<file path="src/rtl/leg_dt_pkg.sv">
package leg_dt_pkg;

   typedef enum logic [2:0] {
      ST_OFF     = 3'd0,
      ST_UP_ON   = 3'd1,
      ST_DEAD_LO = 3'd2,
      ST_LO_ON   = 3'd3,
      ST_DEAD_UP = 3'd4
   } leg_state_e;

   // command encoding: bit 1 = upper request, bit 0 = lower request
   localparam logic [1:0] CMD_NONE = 2'b00;
   localparam logic [1:0] CMD_LO   = 2'b01;
   localparam logic [1:0] CMD_UP   = 2'b10;
   localparam logic [1:0] CMD_BAD  = 2'b11;

endpackage

</file>
<file path="src/rtl/leg_req_sync.sv">
module leg_req_sync #(
   parameter int STAGES = 2
) (
   input  logic       clk,
   input  logic       rst,
   input  logic [1:0] d,
   output logic [1:0] q
);
   logic [1:0] stg [STAGES];

   generate
      for (genvar i = 0; i < STAGES; i++) begin : g_stage
         if (i == 0) begin : g_first
            always_ff @(posedge clk) begin
               if (rst) stg[0] <= '0;
               else     stg[0] <= d;
            end
         end else begin : g_next
            always_ff @(posedge clk) begin
               if (rst) stg[i] <= '0;
               else     stg[i] <= stg[i-1];
            end
         end
      end
   endgenerate

   assign q = stg[STAGES-1];
endmodule

</file>
<file path="src/rtl/leg_req_qual.sv">
module leg_req_qual #(
   parameter int CNT_W = 8
) (
   input  logic             clk,
   input  logic             rst,
   input  logic [1:0]       s_req,
   input  logic [CNT_W-1:0] min_width,
   output logic [1:0]       cmd
);
   localparam logic [CNT_W-1:0] CNT_ONE = CNT_W'(1);
   localparam logic [CNT_W-1:0] CNT_MAX = '1;

   logic [1:0]       cand;
   logic [CNT_W-1:0] run;
   logic [CNT_W-1:0] mw_eff;

   assign mw_eff = (min_width == '0) ? CNT_ONE : min_width;

   always_ff @(posedge clk) begin
      if (rst) begin
         cand <= '0;
         run  <= '0;
         cmd  <= '0;
      end else begin
         if (s_req != cand) begin
            cand <= s_req;
            run  <= CNT_ONE;
         end else if (run != CNT_MAX) begin
            run <= run + CNT_ONE;
         end
         if (run >= mw_eff) cmd <= cand;
      end
   end
endmodule

</file>
<file path="src/rtl/leg_fsm.sv">
module leg_fsm
   import leg_dt_pkg::*;
#(
   parameter int CNT_W = 8
) (
   input  logic             clk,
   input  logic             rst,
   input  logic [1:0]       cmd,
   input  logic [CNT_W-1:0] dead_cycles,
   output logic             gate_hi,
   output logic             gate_lo,
   output logic             fault
);
   localparam logic [CNT_W-1:0] CNT_ONE = CNT_W'(1);
   localparam logic [CNT_W-1:0] CNT_MAX = '1;

   leg_state_e       state, state_n;
   logic [CNT_W-1:0] dcnt;
   logic [CNT_W-1:0] dead_eff;
   logic             bad_seen;

   assign dead_eff = (dead_cycles == '0) ? CNT_ONE : dead_cycles;

   always_comb begin
      state_n = state;
      unique case (state)
         ST_OFF: begin
            if (cmd == CMD_UP)      state_n = ST_DEAD_UP;
            else if (cmd == CMD_LO) state_n = ST_DEAD_LO;
         end
         ST_DEAD_UP: begin
            if (cmd != CMD_UP)          state_n = ST_OFF;
            else if (dcnt >= dead_eff)  state_n = ST_UP_ON;
         end
         ST_UP_ON: begin
            if (cmd == CMD_LO)      state_n = ST_DEAD_LO;
            else if (cmd != CMD_UP) state_n = ST_OFF;
         end
         ST_DEAD_LO: begin
            if (cmd != CMD_LO)          state_n = ST_OFF;
            else if (dcnt >= dead_eff)  state_n = ST_LO_ON;
         end
         ST_LO_ON: begin
            if (cmd == CMD_UP)      state_n = ST_DEAD_UP;
            else if (cmd != CMD_LO) state_n = ST_OFF;
         end
         default: state_n = ST_OFF;
      endcase
   end

   always_ff @(posedge clk) begin
      if (rst) begin
         state    <= ST_OFF;
         dcnt     <= '0;
         bad_seen <= 1'b0;
         fault    <= 1'b0;
      end else begin
         state <= state_n;
         if (state_n != state)    dcnt <= CNT_ONE;
         else if (dcnt != CNT_MAX) dcnt <= dcnt + CNT_ONE;
         bad_seen <= (cmd == CMD_BAD);
         fault    <= (cmd == CMD_BAD) && !bad_seen;
      end
   end

   assign gate_hi = (state == ST_UP_ON);
   assign gate_lo = (state == ST_LO_ON);
endmodule

</file>
<file path="src/rtl/leg_deadtime_ctrl.sv">
module leg_deadtime_ctrl #(
   parameter int CNT_W       = 8,
   parameter int SYNC_STAGES = 2
) (
   input  logic             clk,
   input  logic             rst,
   input  logic             req_hi,
   input  logic             req_lo,
   input  logic [CNT_W-1:0] dead_cycles,
   input  logic [CNT_W-1:0] min_width,
   output logic             gate_hi,
   output logic             gate_lo,
   output logic             fault
);
   generate
      if (SYNC_STAGES < 2) begin : g_bad_sync
         $error("SYNC_STAGES must be at least 2");
      end
      if (CNT_W < 2 || CNT_W > 24) begin : g_bad_cnt
         $error("CNT_W must lie in 2..24");
      end
   endgenerate

   logic [1:0] s_req;
   logic [1:0] cmd;

   leg_req_sync #(.STAGES(SYNC_STAGES)) u_sync (
      .clk (clk),
      .rst (rst),
      .d   ({req_hi, req_lo}),
      .q   (s_req)
   );

   leg_req_qual #(.CNT_W(CNT_W)) u_qual (
      .clk       (clk),
      .rst       (rst),
      .s_req     (s_req),
      .min_width (min_width),
      .cmd       (cmd)
   );

   leg_fsm #(.CNT_W(CNT_W)) u_fsm (
      .clk         (clk),
      .rst         (rst),
      .cmd         (cmd),
      .dead_cycles (dead_cycles),
      .gate_hi     (gate_hi),
      .gate_lo     (gate_lo),
      .fault       (fault)
   );
endmodule

</file>
<file path="config.mk">
export PLATFORM = sky130hd
export DESIGN_NAME = leg_deadtime_ctrl
export DESIGN_NICKNAME = d
export VERILOG_FILES = /design/src/rtl/leg_dt_pkg.sv /design/src/rtl/leg_req_sync.sv /design/src/rtl/leg_req_qual.sv /design/src/rtl/leg_fsm.sv /design/src/rtl/leg_deadtime_ctrl.sv
export SDC_FILE = /design/constraint.sdc
export NUM_CORES = 1
export LEC_CHECK = 0
export BUFFER_PORTS_ARGS = -buffer_cell sky130_fd_sc_hd__buf_2
export CORE_UTILIZATION = 35
export DETAILED_ROUTE_END_ITERATION = 8
export SYNTH_ARGS = -nofsm -noshare
export SYNTH_HDL_FRONTEND = slang
export SYNTH_SLANG_ARGS = --single-unit
export TNS_END_PERCENT = 20
</file>
<file path="constraint.sdc">
create_clock -name clk -period 1.7 [get_ports clk]
set_input_delay 0.17 -clock clk [delete_from_list [all_inputs] [get_ports clk]]
set_output_delay 0.17 -clock clk [all_outputs]
set_load 0.01 [all_outputs]
</file>
; ---- Word level (Yosys, flattened, before mapping)
; Memory sizes are Yosys's and may differ from the RTL's.
; Cells that the tools add are included.
[totals]
register_bits = 25
mem_bits_rw = 4
output_inout_bits = 3
elab_cells = 60
n_memories = 1
[memory_table]
columns = name, depth, width, rd, rd_clocked_by_memory_dff, write_ports, line
row1 = u_sync.stg, 2, 2, 2, 0, 2, leg_req_sync.sv:9  ; logic [1:0] stg [STAGES];
[classes]
add_sub_neg = 2
magnitude_cmp = 2
n_eq_ne = 13
mux = 22
n_bitwise = 2
n_reduce_logical = 9
[ops]
columns = cell, count
row1 = 3-bit two-way mux, 10
row2 = 8-bit by 1-bit adder with 8-bit output (second input constant), 2
row3 = 8-bit greater-or-equal comparator, 2
row4 = 8-bit logical NOT, 2
row5 = 8-bit two-way mux, 2
row6 = 8-bit inequality test (second input constant), 2
row7 = 3-bit one-hot mux with 5 select lines, 1
row8 = 1-bit two-way mux, 7
row9 = 3-bit by 2-bit == test with 1-bit output (second input constant), 2
row10 = 2-bit == test (second input constant), 2
row11 = 2-bit two-way mux, 2
row12 = 2-bit nonzero test, 2
row13 = 2-bit OR reduction, 2
row14 = 3-bit by 1-bit == test with 1-bit output (second input constant), 1
row15 = 3-bit == test (second input constant), 1
row16 = 3-bit logical NOT, 1
row17 = 3-bit inequality test, 1
row18 = 2-bit by 1-bit == test with 1-bit output (second input constant), 1
row19 = 2-bit by 1-bit inequality test with 1-bit output (second input constant), 1
row20 = 2-bit inequality test, 1
row21 = 2-bit inequality test (second input constant), 1
row22 = 1-bit OR, 2
row23 = 1-bit logical AND, 1
row24 = 1-bit logical NOT, 1

; ---- Logic depth before layout (Yosys ltp)
; Gate-level depths: netlist of run 1.
[logic_depth]
depth_word = 8
depth_mapped = 8
mapped_depth_nobuf = 8

; ---- Modules after synthesis
; From an unflattened synthesis of run 1, not the netlist that was laid out.
[unflattened]
cells_unflattened = 208
hier_area_um2 = 1815.5
[by_module_without_submodules]
columns = mod, instances, cells_each, area_each_um2
row1 = leg_fsm, 1, 114, 960.9
row2 = leg_req_qual, 1, 86, 749.5
row3 = leg_req_sync, 1, 8, 105.1

; ---- Worst setup path after synthesis of run 1
; No wires, ideal clock.
[synth_path]
path_type = input -> register
from = in dead_cycles[2]
to = reg u_fsm.dcnt[5]
setup_time_ns = 0.080
t_arrival_ns = 1.579
required_ns = 1.620
slack_ns = 0.042
cell_stages = 8
path_buffers = 0
path_cell_list = nor4_1 > a41o_1 > ha_1 > nor2b_1 > o21ai_0 > a211oi_2 > o21bai_2 > a211oi_2
[synth_via]
elab_chain_cells = 8
word_cells_on_any_way = 10
[synth_lines]
columns = item, line
row1 = from (decl), leg_deadtime_ctrl.sv:9  ; input logic [CNT_W-1:0] dead_cycles,
row2 = 8-bit logical NOT, leg_fsm.sv:22  ; assign dead_eff = (dead_cycles == '0) ? CNT_ONE : dead_cycles;
row3 = 8-bit two-way mux *, leg_fsm.sv:22
row4 = 8-bit greater-or-equal comparator *, "leg_fsm.sv:33, leg_fsm.sv:41"
row5 = 3-bit two-way mux (on tied branches), "leg_fsm.sv:41, leg_fsm.sv:33"
row6 = 3-bit two-way mux (on tied branches), "leg_fsm.sv:40, leg_fsm.sv:32"
row7 = 3-bit one-hot mux with 5 select lines *, leg_fsm.sv:26  ; unique case (state)
row8 = 3-bit inequality test *, leg_fsm.sv:59  ; if (state_n != state) dcnt <= CNT_ONE;
row9 = 2-bit OR reduction (no line) *, n/a
row10 = to (signal assigned), leg_fsm.sv:60  ; else if (dcnt != CNT_MAX) dcnt <= dcnt + CNT_ONE;
row11 = to (decl), leg_fsm.sv:18  ; logic [CNT_W-1:0] dcnt;
; Mark *: on every way between the ends. The rest lies on a longest branch, timed or not.
; A chain may end at the register's enable or synchronous reset.

; ---- Worst setup path in the final report of run 1
[layout_path]
from = reg u_fsm.dcnt[2]
to = reg u_fsm.dcnt[5]
[layout_via]
elab_chain_cells = 6
word_cells_on_any_way = 10
[layout_lines]
columns = item, line
row1 = 8-bit greater-or-equal comparator, "leg_fsm.sv:33, leg_fsm.sv:41"
row2 = 3-bit two-way mux (on tied branches), "leg_fsm.sv:41, leg_fsm.sv:33"
row3 = 3-bit two-way mux (on tied branches), "leg_fsm.sv:40, leg_fsm.sv:32"
row4 = 3-bit one-hot mux with 5 select lines, leg_fsm.sv:26
row5 = 3-bit inequality test, leg_fsm.sv:59
row6 = 2-bit OR reduction (no line), n/a
; Several ways; a longest one is shown, not always the timed one.

==> results of run 1 <==
[critical path, delay by kind of cell, from the launching register on]
kind	cells	cell delay (ns)
compound gates	5	0.95
fa+ha+maj	1	0.30
flops	1	0.31
[final timing paths]
check	end	slack, ns	cells after the start
max	u_fsm.dcnt[5]$_SDFFE_PP0P_	0.06	6
min	u_sync.stg[0][0]$_SDFF_PP0_	0.11	2
max reg2reg	u_fsm.dcnt[5]$_SDFFE_PP0P_	0.06	6
min reg2reg	u_fsm.fault$_SDFF_PP0_	0.39	1
[Yosys cell counts (2+ instances only)]
cell,instances
a31oi_1,7
nor3b_1,5
dfxtp_1,29
clkbuf_1,3
buf_2,2
nor3_1,6
mux2i_1,3
xnor2_1,4
a21oi_1,9
nor4_1,2
nor2b_1,9
and3_1,3
a211oi_2,4
nor2_1,16
ha_1,18
xor2_1,8
nand2b_1,3
nand2_1,6
nand3_1,5
or3_1,2
o21ai_0,6
nand4_1,5
a211oi_1,3
a41o_1,2
inv_1,21
[logic make-up (layout without fill, tap and decap cells)]
kind of cell,Yosys count,in the layout,share of synthesized area (%)
AO/OA/AOI/OAI,40,40,17.01
multiplexers,3,3,1.760
flip-flops,29,29,34.02
adder cells (fa/ha/maj),18,18,13.20
buffers and inverters,27,63,6.525
AND/OR/NAND/NOR,67,67,21.33
XOR/XNOR,12,12,6.158
[repair_timing]
item | in CTS | in global routing
gates resized for setup | 3 | 9
setup endpoints to repair | 7 | 10
pin swaps | 3 | 6
[state kept, by name, summed over array words and instances (netlist names)]
signal / count
u_fsm.bad_seen: 1
u_fsm.dcnt: 8
u_fsm.fault: 1
u_fsm.state: 3
u_qual.cand: 2
u_qual.cmd: 2
u_qual.run: 8
u_sync.stg: 4
[metal layers]
| metal | up-vias | wire [um] | track usage [%] | part of all wire (%) |
|---|---|---|---|---|
| met5 | - | 0 | 0 | 0 |
| met4 | 0 | 72 | 7.190 | 2.3 |
| met3 | 6 | 124 | 4.641 | 3.9 |
| met2 | 25 | 1311 | 18.87 | 41 |
| met1 | 631 | 1667 | 18.65 | 53 |
| li1 | 767 | - | - | - |
[where the power goes]
group / switching, mW / internal (mW) / leakage, nW
clock network: 0.242 / 0.320 / 0.0443
registers: 0.0154 / 0.698 / 0.237
logic: 0.0764 / 0.0771 / 0.676
[layout make-up]
type / count / share of cell area [%]
clock buffer: 7 / 4.144
inverter: 21 / 3.784
multi-input combinational: 140 / 50.81
sequential: 29 / 28.05
tap: 54 / 3.243
timing repair buffer: 35 / 9.970
[cells in the final DEF (no fill, tap or decap), types with 7 or more instances in the layout]
master	netlist	final
dfxtp_1	29	26
buf_2	2	22
inv_1	21	21
ha_1	18	17
nor2_1	16	16
buf_4	0	13
nor2b_1	9	9
a21oi_1	9	9
xor2_1	8	8
a31oi_1	7	7
[per-stage QoR]
step | utilization [%] | setup TNS [ns] | instance area, um^2
6_report | 44.40 | 0 | 2083
5_1_grt | 44.40 | -0.1078 | 2083
4_1_cts | 43.65 | 0 | 2048
3_5_place_dp | 41.55 | -1.965 | 1949
3_3_place_gp | 41.55 | -1.444 | 1949
2_1_floorplan | - | 0 | 1707
==> summary.txt, run 1 <==
Worst setup path
  – Worst Path Arrival: 1.84 ns
  – Cells along the critical path: ha_1 > a211oi_2 > o21ai_2 > a211oi_2 > o21bai_4 > a211oi_2
  – Worst Path Required: 1.90 ns
  – Slowest cell on the critical path: a211oi_2
  – Worst setup path start: u_fsm.dcnt[2]$_SDFFE_PP0P_
  – RR Startpoint: u_fsm.dcnt[2]$_SDFFE_PP0P_
  – Crit path max fanout: 7
  – CP Class: reg2reg
  – Most frequent CP cell: a211oi_2
  – Critical path startpoint category: register
  – Slowest Stage Delay on Critical Path: 0.33 ns
  – Critical path capture point type: register

Place
  – Placed insts: 279
  – I/O Buffers: 22
  – Final GP Congestion: 0.7232
  – Post-Place Setup Slack: -0.2442 ns
  – Post-DP HPWL: 2414 um

Clocking
  – CTS tree: done
  – Worst-path clk slew: 0.06 ns
  – Worst-Skew Late Latency: 0.28 ns
  – Post-CTS Hold Fix Bufs: 0
  – Maximum clock insertion buffer count: 2
  – Clock Sinks: 29
  – # Post-CTS Setup Buffers: 0
  – Root buffer cell: clkbuf_8
  – H-Tree Depth: 2
  – TritonCTS Buffers: 5

Cells and area
  – Share of layout cells above drive strength 1: roughly a quarter
  – Filler cell count: 472
  – Number of non-filler instances in the completed layout: roughly 290
  – Seq. cell area: 584.3 um^2
  – Area of the multi-input gates: 1059 um^2
  – Antenna fix cells: 0
  – Layout overhead on the synthesized area: 22.07%
  – Final net count: 270

GRT
  – Initial antenna violation count: 0
  – Pin count of the biggest net entering global routing: 19
  – GRT Util Overall: 13.66%
  – First-pass GRT wire length: 5361 um
  – Vias in the first global route: 1211
  – GRT overflow: 0

Die
  – Die Wd: 71.83 um
  – Row count: 25
  – Core Footprint: 4692 um^2
  – IO Count: 23
  – Starting Density: 36.37%
  – Die ar.: 5160 um^2
  – Die Ht: 71.83 um

STA
  – Final Hold Fails: 0
  – FMAX: approximately 0.61 GHz
  – Hold Worst Slack: 0.1079 ns
  – Setup violators final: 0
  – Slew HR: 77.96%
  – Worst-Margin Slew: 0.3262 ns
  – Unrepaired setup endpoints after global routing: yes
  – Worst setup margin: roughly 0.056 ns
  – Final Max Slew Viols: 0
  – Period Utilization, post-route: 96.71%
  – Clock skew: 0.005780 ns
  – Fin crit period: 1.644 ns

Detailed routing
  – # DRC: 0
  – DR vias: ~1400
  – Routed vias/inst: between 4 and 5
  – Drt first pass iters: 4
  – DR iter-0 viols: 45
  – Post-DR wirelength/cell: 11.10 um
  – Antenna-violating nets left: 0
  – DRT Wirelength: 3175 um

Flow run
  – Max_cap viols: 0

Logic synthesis
  – Mapped cell area: 1707 um^2
  – Area leader, netlist: dfxtp_1
  – Largest cells by area after synthesis: dfxtp_1 (34%), ha_1 (13%), inv_1 (4.6%)
  – Synth cell types: 40
  – Ys flop type: dfxtp_1
  – Yosys warns: 0
  – Syn avg cell area: 8.707 um^2
  – Ys async rst share: 0%
  – Top-area cell type share of the netlist area: 34.02%
  – Synth Register Bits: 29
  – Register area share after synthesis: between 30% and 40%
  – Post-Synthesis Cells: 196
  – Post-synth EDFFs: 0
  – Post-Syn Nets: 234

Power
  – Pleak: 0.9570 nW
  – Worst IR drop on VDD: between 0.0003 and 0.0004 V
  – Power per cell area: 685.7 nW/um^2
  – Final Power: 1.428 mW

Min path
  – Hold crit path type: in2reg
  – Hold wc startpoint: req_lo

Run status
  – Status: complete, no violations
Note: power is estimated with default switching activity, not from simulation.
==> run 2, diff against run 1 <==
--- a/config.mk
+++ b/config.mk
@@ -8,7 +8,9 @@
 export BUFFER_PORTS_ARGS = -buffer_cell sky130_fd_sc_hd__buf_2
 export CORE_UTILIZATION = 35
 export DETAILED_ROUTE_END_ITERATION = 8
+export SLEW_MARGIN = 20
 export SYNTH_ARGS = -nofsm -noshare
 export SYNTH_HDL_FRONTEND = slang
+export SYNTH_HIERARCHICAL = 1
 export SYNTH_SLANG_ARGS = --single-unit
 export TNS_END_PERCENT = 20
==> run 2 against run 1 <==
  * The flow now finishes with violations (negative setup slack)
  * Fmax down 3.6%
  * Clock skew fell by 0.0019 ns
  * Non-clock buffer count rose by 11
  * Sequential share of layout area down 3.6 points
==> summary.txt, run 2 <==
GRT
  – GR peak layer: met2
  – Initial antenna violation count: 0
  – GRT Util Overall: about 16%
  – Pin count of the biggest net entering global routing: 19
  – Met1 Use GR: 20.13%
  – Met3 usage: 4.472%
  – Met2 GRT Util: 25.56%
  – GRT overflow: 0
  – First-pass GRT wire length: 6430 um
  – Vias in the first global route: 1417

Cells and area
  – Most frequent cells in the layout: buf_4 (24), dfxtp_1 (24), buf_2 (20)
  – Share of layout cells above drive strength 1: 33.20%
  – Seq. cell area: approximately 590 um^2
  – Final Core Density: 49.52%
  – Antenna fix cells: 0
  – Area of the multi-input gates: 1270 um^2
  – Final net count: 296
  – Layout overhead on the synthesized area: 32.25%
  – Biggest regs: u_fsm/dcnt x8, u_qual/run x8, u_sync/stg x4
  – Filler cell count: 460
  – Number of non-filler instances in the completed layout: between 300 and 400
  – Final Instance Area: roughly 2400 um^2

Worst setup path
  – Worst setup path start: u_qual/cmd[0]$_SDFFE_PP0P_
  – Worst Path Required: 1.87 ns
  – RR Startpoint: u_qual/cmd[0]$_SDFFE_PP0P_
  – Critical path startpoint category: register
  – CP Class: reg2reg
  – Crit path max fanout: 8
  – Worst Path Arrival: 1.88 ns
  – Critical path capture point type: register

Die
  – Core Footprint: 4848 um^2
  – Die Ht: between 70 and 80 um
  – Die Wd: roughly 74 um
  – Die ar.: roughly 5500 um^2
  – IO Count: 23
  – Row count: 25
  – Starting Density: between 30% and 40%

STA
  – Worst setup margin: -0.005119 ns
  – Worst-Margin Slew: 0.3996 ns
  – Period Utilization, post-route: 100.3%
  – Setup violators final: 1
  – FMAX: 0.5865 GHz
  – Slew HR: 73.15%
  – Clock skew: between 0.003 and 0.004 ns
  – TNS Setup: -0.005119 ns
  – Final Max Slew Viols: 0
  – Fin crit period: 1.705 ns
  – Final Hold Fails: 0
  – Unrepaired setup endpoints after global routing: yes

Power
  – Pleak: 1.051 nW
  – Worst IR drop on VDD: 0.0004697 V
  – Sequential share of power: between 40% and 50%
  – Psw: 0.3788 mW
  – Switching Fraction: between 20% and 30%
  – Int Power: 1.088 mW
  – Power per cell area: 610.8 nW/um^2
  – Power share of the clock group: 37.3%
  – Gate power share: 14.1%

Detailed routing
  – DR iter-0 viols: roughly 110
  – DR vias: 1578
  – Routed vias/inst: 4.840
  – # DRC: 0
  – Post-DR wirelength/cell: 12.10 um
  – Drt first pass iters: 4
  – Antenna-violating nets left: 0
  – DRT Wirelength: 3946 um

Logic synthesis
  – Post-Syn Nets: 246
  – Synth cell types: 47
  – Mapped cell area: 1815 um^2
  – Ys async rst share: 0%
  – Yosys warns: 6
  – Post-synth EDFFs: 0
  – Syn avg cell area: slightly below 9 um^2
  – Top-area cell type share of the netlist area: between 30% and 40%
  – Largest cells by area after synthesis: dfxtp_1 (32%), ha_1 (12%), inv_1 (4.1%)
  – Top post-synthesis cells by count: dfxtp_1 (29), inv_1 (20), nor2_1 (19)
  – Ys flop type: dfxtp_1
  – Area leader, netlist: dfxtp_1
  – Post-Synthesis Cells: 208
  – Synth Register Bits: 29
  – Register area share after synthesis: 31.98%
  – Most frequent cell after synthesis: dfxtp_1

Run status
  – Status: finished, violations left
  – Failing checks: negative setup slack

Place
  – Post-DP HPWL: approximately 2800 um
  – Post-Place Setup Slack: -0.4148 ns
  – Area after DPL: around 2200 um^2
  – I/O Buffers: 22
  – Placed insts: 315
  – Final GP Congestion: just under 0.8

Clocking
  – Clock Sinks: 29
  – CTS tree: done
  – Worst-Skew Late Latency: 0.28 ns
  – Root buffer cell: clkbuf_8
  – TritonCTS Buffers: 5
  – Worst-path clk slew: 0.07 ns
  – Maximum clock insertion buffer count: 2
  – H-Tree Depth: 2

Flow run
  – Max_cap viols: 0

Min path
  – Hold crit path type: in2reg
  – Hold wc startpoint: req_hi
run 2: cell types whose count changed after synthesis, moves of 3 or more:
cell / delta
a211oi_1: -3
xor2_1: -4
nor2_1: +3
nand2b_1: +6
nor3b_1: -4
nand4_1: -3
nor3_1: +7
a211oi_2: -4
nand2_1: +4
a31oi_1: -3
clkbuf_1: -3
run 2: worst paths after layout:
| check | to | cells after the start | slack, ns |
|---|---|---|---|
| worst max-delay path | u_fsm/dcnt[6]$_SDFFE_PP0P_ | 5 | -0.005 |
| worst min-delay path | u_sync/stg[0][1]$_SDFF_PP0_ | 2 | 0.1 |
| worst max register to register | u_fsm/dcnt[6]$_SDFFE_PP0P_ | 5 | -0.005 |
| worst min register to register | u_fsm/fault$_SDFF_PP0_ | 1 | 0.39 |
run 2: layer usage:
| metal | vias to the layer above | wire [um] |
|---|---|---|
| li1 | 832 | - |
| met1 | 710 | 1911 |
| met2 | 34 | 1844 |
| met3 | 2 | 164 |
| met4 | 0 | 25 |
| met5 | - | 0 |
run 2: critical path, stage by stage, from the launching register on:
cell and delay [ns]:
dfxtp_1 0.31, or3b_4 0.40, or3b_4 0.41, nor2_4 0.11, a21oi_4 0.10, a2111oi_4 0.28
run 2: layout make-up:
cell class,instances,share of cell area (%)
Clock buffer,6,3.022
Clock inverter,2,0.4169
Inverter,20,3.127
Multi-Input combinational cell,156,52.89
Sequential cell,29,24.44
Tap cell,67,3.491
Timing Repair Buffer,46,12.61
run 2: power groups by stage:
stage | combinational, mW | clock (mW) | sequential (mW)
final | 0.207 | 0.548 | 0.712
after global routing | 0.236 | 0.598 | 0.713
after CTS | 0.187 | 0.560 | 0.710
after detailed placement | 0.175 | 0 | 0.725
after global placement | 0.171 | 0 | 0.725
after floorplan | 0.100 | 0 | 0.722
run 2: cell families (layout without fill, tap and decap cells):
kind of cell | count (synthesis) | in the layout | synth area share [%]
AOI/OAI and AO/OA | 37 | 37 | 15.09
xor gates and xnor gates | 8 | 8 | 3.859
adders and majority gates | 18 | 18 | 12.41
buffers and inverters | 23 | 74 | 5.307
DFF | 29 | 29 | 31.98
muxes | 5 | 5 | 2.757
and+or+nand+nor | 88 | 88 | 28.60
run 2: metrics by stage:
stage          power, mW  hold WS, ns
2_1_floorplan     0.8225       0.2391
3_3_place_gp      0.8959       0.3817
3_5_place_dp      0.8998       0.3816
4_1_cts            1.457      0.09104
5_1_grt            1.546       0.1064
6_report           1.467      0.09722
run 2: timing repair:
item / in CTS / in global routing
hold buffers: 0 / 0
gates cloned: 0 / 0
buffers inserted: 3 / 0
pin swaps: 8 / 5
hold endpoints to repair: 0 / 0
endpoints found under the setup margin: 11 / 12
gates resized for setup: 10 / 13
==> run 3, diff against run 2 <==
--- a/config.mk
+++ b/config.mk
@@ -8,6 +8,7 @@
 export BUFFER_PORTS_ARGS = -buffer_cell sky130_fd_sc_hd__buf_2
 export CORE_UTILIZATION = 35
 export DETAILED_ROUTE_END_ITERATION = 8
+export REMOVE_ABC_BUFFERS = 1
 export SLEW_MARGIN = 20
 export SYNTH_ARGS = -nofsm -noshare
 export SYNTH_HDL_FRONTEND = slang
==> run 3 against run 2 <==
  * The run still ends with negative setup slack left
  * Global-route usage fell by 1.0 points
  * Critical endpoint is now u_fsm/dcnt[0]$_SDFFE_PP0P_
  * Non-clock buffer count increased by 4
  * Worst hold slack about the same
  * Highest routed layer unchanged
  * Flip-flop and latch count stayed put
  * Clock skew up 0.0030 ns
  * First-iteration DRC count down 15%
  * Wire length decreased by 8.3%
  * Final cell count rose by 1.2%
  * Combinational power shrank 2%
  * Core utilization rose by 0.62 points
  * Power down 0.74%
  * Fmax shrank 0.87%
==> summary.txt, run 3 (same netlist as run 2, synthesis figures left out) <==
Worst setup path
  – CP Class: reg2reg
  – Worst R2R Path Depth: 6
  – Cells along the critical path: or3b_4 > or3b_4 > nor2_4 > a21oi_4 > buf_6 > o21ba_1
  – Slowest cell on the critical path: or3b_4
  – Worst Path Required: 1.87 ns
  – Worst Path Arrival: 1.89 ns
  – Crit path max fanout: 5
  – Slowest Stage Delay on Critical Path: 0.41 ns
  – Critical path capture point type: register
  – Most frequent CP cell: or3b_4
  – Critical path startpoint category: register

Clocking
  – H-Tree Depth: 2
  – Worst-path clk slew: roughly 0.07 ns
  – Maximum clock insertion buffer count: 2
  – TritonCTS Buffers: 5
  – Root buffer cell: clkbuf_8
  – Post-CTS Hold Fix Bufs: 0
  – CTS tree: done
  – Clock Sinks: 29
  – Worst-Skew Late Latency: 0.28 ns

Place
  – Post-DP HPWL: 2677 um
  – Final GP Congestion: 0.8237
  – Placed insts: 320
  – Post-Place Setup Slack: -0.4204 ns
  – I/O Buffers: 22
  – Area after DPL: about 2200 um^2

Die
  – Die ar.: 5479 um^2
  – Die Ht: between 70 and 80 um
  – Row count: 25
  – Die Wd: around 74 um
  – Starting Density: 37.45%
  – IO Count: 23
  – Core Footprint: 4848 um^2

Cells and area
  – Commonest non-fill, non-tap cell in the layout: buf_4
  – Layout overhead on the synthesized area: 33.91%
  – Most frequent cells in the layout: buf_4 (26), dfxtp_1 (24), inv_1 (19), nor2_1 (19), buf_2 (18)
  – Share of layout cells above drive strength 1: roughly a third
  – Filler cell count: ~470
  – Final net count: 300
  – Final Core Density: 50.14%
  – Number of non-filler instances in the completed layout: 330
  – Final Instance Area: roughly 2400 um^2
  – Biggest regs: u_fsm/dcnt x8, u_qual/run x8, u_sync/stg x4
  – Antenna fix cells: 0

Detailed routing
  – DRT Wirelength: 3618 um
  – Routed vias/inst: 4.806
  – Antenna-violating nets left: 0
  – # DRC: 0
  – DR vias: approximately 1600
  – Post-DR wirelength/cell: 10.96 um
  – Drt first pass iters: 4
  – DR iter-0 viols: 97

Run status
  – Status: finished, violations left
  – Failing checks: negative setup slack

STA
  – Fin crit period: 1.720 ns
  – Worst-Margin Slew: 0.3531 ns
  – Clock skew: 0.006817 ns
  – Period Utilization, post-route: 101.2%
  – Worst setup margin: -0.02014 ns
  – TNS Setup: -0.02804 ns
  – Final Max Slew Viols: 0
  – Slew HR: 76.21%
  – Setup violators final: 2
  – Final Hold Fails: 0
  – Hold Worst Slack: 0.09684 ns
  – Unrepaired setup endpoints after global routing: yes
  – FMAX: ~0.58 GHz

Power
  – Worst IR drop on VDD: around 0.00038 V
  – Pleak: around 1.1 nW
  – Power per cell area: 598.8 nW/um^2
  – Final Power: 1.456 mW

GRT
  – GRT Util Overall: 14.63%
  – Pin count of the biggest net entering global routing: 12
  – First-pass GRT wire length: 6051 um
  – Vias in the first global route: 1410
  – GRT overflow: 0
  – Initial antenna violation count: 0

Flow run
  – Max_cap viols: 0

Min path
  – Hold path depth: 2
  – Hold crit path type: in2reg
[run 3: worst max-delay path: cells and delay by family (launching register included)]
family	cells	cell delay, ns
simple gates	3	0.92
flops	1	0.32
compound gates	2	0.23
buf+inv	1	0.15
[run 3: repair_timing]
action	in CTS	in global routing
buffers inserted	3	0
pin swaps	17	6
cloned	0	0
gates resized for setup	20	11
endpoints found under the setup margin	10	12
[run 3: power by group]
part	switching, mW	total [mW]	internal (mW)
Clock	0.259	0.541	0.283
Sequential	0.0141	0.712	0.698
Combinational	0.0949	0.202	0.107
[run 3: routing by layer]
layer | GRT usage (%) | up-vias | wire length (um)
met5 | 0 | - | 0
li1 | - | 845 | -
met2 | 22.63 | 25 | 1643
met1 | 18.43 | 710 | 1788
met3 | 4.201 | 6 | 116
met4 | 7.692 | 0 | 70
[run 3: layout make-up]
cell class,count,area [um^2],area share (%)
clock buffer,6,72.57,2.985
clock inverter,2,10.01,0.4117
inverter,20,75.07,3.088
multi-input combinational,156,1250,51.42
sequential,29,586.8,24.14
tap,67,83.83,3.448
timing repair buffer,50,352.8,14.51
[run 3: worst paths after layout]
check	startpoint	end	slack [ns]
worst min register to register	u_fsm/bad_seen$_SDFF_PP0_	u_fsm/fault$_SDFF_PP0_	0.40
worst max register to register	u_qual/cmd[0]$_SDFFE_PP0P_	u_fsm/dcnt[0]$_SDFFE_PP0P_	-0.02
worst min-delay path	req_hi	u_sync/stg[0][1]$_SDFF_PP0_	0.1
worst max-delay path	u_qual/cmd[0]$_SDFFE_PP0P_	u_fsm/dcnt[0]$_SDFFE_PP0P_	-0.02
